==> src/rtl/tmr_pkg.sv <==
package tmr_pkg;
  localparam int DW = 32;

  typedef enum logic [2:0] {
    REG_CTRL   = 3'd0,
    REG_RELOAD = 3'd1,
    REG_PRESC  = 3'd2,
    REG_COUNT  = 3'd3,
    REG_STAT   = 3'd4,
    REG_SVC    = 3'd5
  } reg_e;

  typedef enum logic [1:0] {
    MODE_PERIODIC = 2'b00,
    MODE_ONESHOT  = 2'b01,
    MODE_WDOG     = 2'b10,
    MODE_ALT      = 2'b11
  } mode_e;

  typedef struct packed {
    logic  ie;
    mode_e mode;
    logic  en;
  } ctrl_t;
endpackage

==> src/rtl/tmr_prescaler.sv <==
module tmr_prescaler #(
  parameter int PRE_W = 32
) (
  input  logic             clk_i,
  input  logic             rst_ni,
  input  logic             run_i,
  input  logic             load_i,
  input  logic [PRE_W-1:0] load_val_i,
  input  logic [PRE_W-1:0] div_i,
  output logic             tick_o
);
  logic [PRE_W-1:0] cnt_q;

  always_ff @(posedge clk_i or negedge rst_ni) begin
    if (!rst_ni) begin
      cnt_q <= '0;
    end else if (load_i) begin
      cnt_q <= load_val_i;
    end else if (run_i) begin
      if (cnt_q == '0) cnt_q <= div_i;
      else             cnt_q <= cnt_q - 1'b1;
    end
  end

  assign tick_o = run_i && (cnt_q == '0);
endmodule

==> src/rtl/tmr_channel.sv <==
module tmr_channel
  import tmr_pkg::*;
#(
  parameter int          CNT_W = 32,
  parameter int          PRE_W = 32,
  parameter logic [31:0] KEY   = 32'hC0DE_5A5A
) (
  input  logic             clk_i,
  input  logic             rst_ni,
  input  logic             wr_i,
  input  reg_e             reg_i,
  input  logic [DW-1:0]    wdata_i,
  output logic [DW-1:0]    rdata_o,
  output logic [CNT_W-1:0] count_o,
  output logic             pend_o,
  output logic             run_o,
  output logic             irq_o,
  output logic             bite_o
);
  ctrl_t            ctrl_q, ctrl_new;
  logic [CNT_W-1:0] rl_q, cnt_q;
  logic [PRE_W-1:0] ps_q, act_ps_q;
  logic             pend_q, bite_q;
  logic             is_wd, is_os, is_per;
  logic             wr_ctrl, start, svc, tick, expire, reload, clr;

  always_comb begin
    ctrl_new = ctrl_t'(wdata_i[3:0]);
    is_wd    = (ctrl_q.mode == MODE_WDOG);
    is_os    = (ctrl_q.mode == MODE_ONESHOT);
    is_per   = !is_wd && !is_os;
    wr_ctrl  = wr_i && (reg_i == REG_CTRL);
    start    = wr_ctrl && ctrl_new.en && !ctrl_q.en;
    svc      = wr_i && (reg_i == REG_SVC) && (wdata_i == KEY) && ctrl_q.en && is_wd;
    expire   = tick && (cnt_q == '0) && !svc;
    reload   = start || svc || (expire && is_per);
    clr      = wr_i && (reg_i == REG_STAT) && wdata_i[0];
  end

  tmr_prescaler #(.PRE_W(PRE_W)) u_pre (
    .clk_i      (clk_i),
    .rst_ni     (rst_ni),
    .run_i      (ctrl_q.en),
    .load_i     (reload),
    .load_val_i (ps_q),
    .div_i      (act_ps_q),
    .tick_o     (tick)
  );

  always_ff @(posedge clk_i or negedge rst_ni) begin
    if (!rst_ni) begin
      ctrl_q   <= '0;
      rl_q     <= '0;
      ps_q     <= '0;
      act_ps_q <= '0;
      cnt_q    <= '0;
      pend_q   <= 1'b0;
      bite_q   <= 1'b0;
    end else begin
      if (wr_ctrl) ctrl_q <= ctrl_new;
      if (expire && !is_per) ctrl_q.en <= 1'b0;
      if (wr_i && (reg_i == REG_RELOAD)) rl_q <= wdata_i[CNT_W-1:0];
      if (wr_i && (reg_i == REG_PRESC))  ps_q <= wdata_i[PRE_W-1:0];
      if (reload) begin
        cnt_q    <= rl_q;
        act_ps_q <= ps_q;
      end else if (tick && (cnt_q != '0)) begin
        cnt_q <= cnt_q - 1'b1;
      end
      if (expire)   pend_q <= 1'b1;
      else if (clr) pend_q <= 1'b0;
      if (expire && is_wd) bite_q <= 1'b1;
    end
  end

  always_comb begin
    rdata_o = '0;
    unique case (reg_i)
      REG_CTRL:   rdata_o = DW'(ctrl_q);
      REG_RELOAD: rdata_o = DW'(rl_q);
      REG_PRESC:  rdata_o = DW'(ps_q);
      REG_COUNT:  rdata_o = DW'(cnt_q);
      REG_STAT:   rdata_o = DW'({bite_q, ctrl_q.en, pend_q});
      default:    rdata_o = '0;
    endcase
  end

  assign count_o = cnt_q;
  assign pend_o  = pend_q;
  assign run_o   = ctrl_q.en;
  assign irq_o   = pend_q && ctrl_q.ie;
  assign bite_o  = bite_q;
endmodule

==> src/rtl/duo_timer.sv <==
module duo_timer
  import tmr_pkg::*;
#(
  parameter int          NCH   = 2,
  parameter int          CNT_W = 32,
  parameter int          PRE_W = 32,
  parameter logic [31:0] KEY   = 32'hC0DE_5A5A,
  localparam int         CW    = (NCH > 1) ? $clog2(NCH) : 1,
  localparam int         AW    = CW + 3
) (
  input  logic           clk_i,
  input  logic           rst_ni,
  input  logic           wr_en_i,
  input  logic [AW-1:0]  addr_i,
  input  logic [DW-1:0]  wdata_i,
  output logic [DW-1:0]  rdata_o,
  output logic [NCH-1:0] irq_o,
  output logic           wdog_rst_o
);
  logic [CW-1:0]             ch_idx;
  reg_e                      reg_sel;
  logic [DW-1:0]             ch_rd [NCH];
  logic [NCH-1:0]            pend_w, run_w, bite_w;
  logic [NCH-1:0][CNT_W-1:0] cnt_w;

  assign ch_idx  = addr_i[AW-1:3];
  assign reg_sel = reg_e'(addr_i[2:0]);

  for (genvar c = 0; c < NCH; c++) begin : g_ch
    tmr_channel #(.CNT_W(CNT_W), .PRE_W(PRE_W), .KEY(KEY)) u_ch (
      .clk_i   (clk_i),
      .rst_ni  (rst_ni),
      .wr_i    (wr_en_i && (ch_idx == CW'(c))),
      .reg_i   (reg_sel),
      .wdata_i (wdata_i),
      .rdata_o (ch_rd[c]),
      .count_o (cnt_w[c]),
      .pend_o  (pend_w[c]),
      .run_o   (run_w[c]),
      .irq_o   (irq_o[c]),
      .bite_o  (bite_w[c])
    );
  end

  always_comb begin
    rdata_o = '0;
    for (int c = 0; c < NCH; c++) begin
      if (ch_idx == CW'(c)) rdata_o = ch_rd[c];
    end
  end

  assign wdog_rst_o = |bite_w;
endmodule

==> config.mk <==
export PLATFORM = sky130hd
export DESIGN_NAME = duo_timer
export DESIGN_NICKNAME = d
export VERILOG_FILES = /design/src/rtl/tmr_pkg.sv /design/src/rtl/tmr_prescaler.sv /design/src/rtl/tmr_channel.sv /design/src/rtl/duo_timer.sv
export SDC_FILE = /design/constraint.sdc
export NUM_CORES = 1
export LEC_CHECK = 0
export BUFFER_PORTS_ARGS = -buffer_cell sky130_fd_sc_hd__buf_2
export CAP_MARGIN = 30
export CORE_UTILIZATION = 63
export CTS_BUF_LIST = sky130_fd_sc_hd__clkbuf_8 sky130_fd_sc_hd__clkbuf_16
export CTS_CLUSTER_DIAMETER = 200
export DETAILED_ROUTE_END_ITERATION = 6
export PLACE_DENSITY = 0.81
export RECOVER_POWER = 25
export SLEW_MARGIN = 20
export SYNTH_ARGS = -nofsm -noshare
export SYNTH_HDL_FRONTEND = slang
export SYNTH_HIERARCHICAL = 1
export SYNTH_SLANG_ARGS = --single-unit
==> constraint.sdc <==
create_clock -name clk_i -period 5.1 [get_ports clk_i]
set_input_delay 0 -clock clk_i [delete_from_list [all_inputs] [get_ports clk_i]]
set_output_delay 0 -clock clk_i [all_outputs]
set_load 0.02 [all_outputs]
==> reports/results.ini <==
[drt]
ant_nets = 0
wl_per_cell_um = 24.2
vias = 17200
routed_via_density = 6.93
routed_wirelength_mm = 59.9
drt_first_iter_violations = 2015
first_pass_iters = 7
drc_errors = 2

[sta]
rsz0062_at_grt = no
finalCritPeriodShare = 0.840
setup_viol = 0
hold-worst-slack_ps = 69.1
fin_skew_ps = 18.6
slew_violations = 62
timing.setup.tns_ps = 0
post-route-min-period_ps = 4280
slew_headroom = -0.189
tightest_slew_ps = 1780
hold_violations = 0
fmax_mhz = 233

[clock_network]
cts.reportedPaths.clkPinSlew_ps = 60
cts_tree = built
clock_latency_ps = 530
htreeDepth = 2
clock_sinks = 332
clock_path_buffers = 3
root_buffer = clkbuf_16
cts_buffers = 37

[finish]
nets = 2113
final_util = 0.718
final_cell_area_sq_mm = 0.0216
drive_above_1_share = 0.210
syn_to_final_growth_pct = 10.9

[worst_setup_path]
r2r_slack_ps = 1070
cp.required_ps = 5530
ff2ff_path_depth = 9
cp-start-kind = input pin
critPathMaxFanout = 76
arrival_ps = 4710
end_kind = flop
path_class = in -> reg
r2r-end = g_ch[1].u_ch/count_o[23]
crit_start = addr_i[0]
timing.rr.start = g_ch[1].u_ch/u_pre/cnt_q[12]

[floorplanning]
row_count = 63
die_w_um = 178
ios = 74
initial_utilization = 0.647
die_h_um = 178
core_sq_mm = 0.0300
die-area_sq_mm = 0.0316

[synthesis]
synthArstFlopShare = 1.00
synth-seq-cells = 332
syn-instance-count = 2021
yosysSeqAreaShare = 0.427
syn_nets = 2070
synth_top_area_frac = 0.427
yosys_most_used_dff = dfrtp_1
yosysTopAreaCell = dfrtp_1
ys_types = 89
syn_area_sq_mm = 0.0194
synth-edff-count = 0
synth.area.top_cells = dfrtp_1, mux2_2, nand2_1
syn_avg_cell_area_sq_um = 9.62
ys_warn_count = 6

[pwr]
p_sw_w = 0.00358
ir_drop_mv = 0.374
switching_share = 0.366
p_comb_frac = 0.289
seq_power_share = 0.426
p_clk_frac = 0.285
p_leak_nw = 9.24
power.internal_w = 0.00621
powerDensity_mw_per_mm2 = 454

[flow_run]
maxCapViolations = 2

[worst_hold_path]
worstHoldPathType = in -> async

[placed_design]
gp_congestion = 0.910
hpwl_mm = 40.1
placed_area_sq_mm = 0.0200
io_buffer_count = 73

[global_routing]
grt_use_total = 0.388
grt_max_degree = 161
grt_pass1_wl_mm = 94.4
grt_pass1_vias = 16500
grt_overflow = 0
antenna_found_initial = 2

[run_status]
violations = DRC, capacitance limit, slew limit
status = finished, violations left

[per-stage QoR]
stage | power (W) | setup WS, ps | cells
global route | 0.0102 | 520 | 2479
finish | 0.00979 | 816 | 2479
global placement | 0.00674 | 1200 | 2376
floorplan | 0.00594 | 1440 | 2021
detailed placement | 0.00688 | 1290 | 2381
CTS | 0.00970 | 1220 | 2477
[routing by layer]
metal / share of wire / track usage / vias up
met2: 0.44 / 0.569 / 1071
met3: 0.11 / 0.0919 / 199
li1: - / - / 7461
met4: 0.053 / 0.184 / 2
met1: 0.40 / 0.543 / 8439
met5: 0.00022 / 0 / -
[cell families (layout without fill, tap and decap cells)]
kind of cell               Yosys count  after routing  synth area share
and+or+nand+nor                    775            775             0.209
AOI/OAI and AO/OA                  432            432             0.144
DFF                                332            332             0.427
muxes                              240            240             0.147
buffers and inverters              184            251            0.0452
xor gates and xnor gates            48             48            0.0216
adders and majority gates           10             10           0.00644
other                                0              1                 0
[flip-flops by register name, summed over array words and instances, names as in the netlist]
name                   count
g_ch.u_ch/act_ps_q        64
g_ch.u_ch/bite_o           2
g_ch.u_ch/count_o         64
g_ch.u_ch/ctrl_q           6
g_ch.u_ch/pend_o           2
g_ch.u_ch/ps_q            64
g_ch.u_ch/rl_q            64
g_ch.u_ch/run_o            2
g_ch.u_ch/u_pre/cnt_q     64
[power by group through the flow]
stage / Clock (W) / Combinational [W] / Sequential [W]
final: 0.00279 / 0.00283 / 0.00417
after global routing: 0.00291 / 0.00308 / 0.00425
after CTS: 0.00281 / 0.00277 / 0.00413
after detailed placement: 0 / 0.00272 / 0.00416
after global placement: 0 / 0.00262 / 0.00412
after floorplan: 0 / 0.00212 / 0.00382
[synth_stat cells, types with 19 or more instances]
cell,n
mux2i_1,19
xnor2_1,29
nor4_1,43
nand3_1,31
a22oi_1,64
o21ai_0,124
buf_1,19
nand2_1,294
buf_2,23
a21oi_1,90
o21ai_1,25
xor2_1,19
dfrtp_1,332
mux2_2,187
mux2_4,28
clkbuf_1,79
nor3_1,79
nor3b_1,45
inv_1,43
nor2_1,125
[cells in the final DEF, fill, tap and decap left out, drive strengths merged, types with 8 or more instances in the layout]
cell type,instances
a22oi,64
nand4,17
a41oi,8
o31ai,11
clkbuf,47
nor4b,8
buf,106
mux2,215
nor3,82
o21ai,149
dfrtp,332
nor4,53
a21o,9
xor2,19
clkinv,8
nor2,126
or4,22
ha,10
nand3,33
nand2,295
o211ai,18
xnor2,29
inv,51
a21oi,91
nor2b,10
mux2i,19
or3,14
a311oi,8
nor3b,45
or2,8
dlygate4sd3,33
and2,10
[how the worst max path moves through the flow]
| stage | end | depth (start not counted) |
|---|---|---|
| after detailed placement | g_ch[1].u_ch/count_o[23] | 9 |
| final | g_ch[0].u_ch/u_pre/cnt_q[16] | 11 |
| after global placement | g_ch[1].u_ch/count_o[23] | 9 |
| after floorplan | g_ch[0].u_ch/u_pre/cnt_q[28] | 12 |
| after global routing | g_ch[0].u_ch/u_pre/cnt_q[29] | 11 |
| after CTS | g_ch[1].u_ch/count_o[23] | 9 |
[worst max-delay path: stages]
cell,delay (ps)
clkbuf_1,1260
nor4b_1,430
and3b_1,350
a31o_1,230
a31oi_4,150
buf_4,420
clkinv_4,510
nor2b_1,650
buf_4,320
nand2_1,140
o211ai_1,200
[final cells by class]
class / instances / area [sq um]
timing repair buffer: 144 / 1050
inverter: 44 / 170
fill: 2104 / 8460
antenna: 1 / 2.50
clock buffer: 42 / 995
tap: 390 / 488
sequential: 332 / 8310
clock inverter: 21 / 255
multi-input combinational: 1505 / 10300
[timing repair]
action,4_1_cts,5_1_grt
hold buffers,33,0
gates resized for setup,0,0
setup buffers,0,0
hold endpoints to repair,227,0
(Power assumes the default switching activity.)
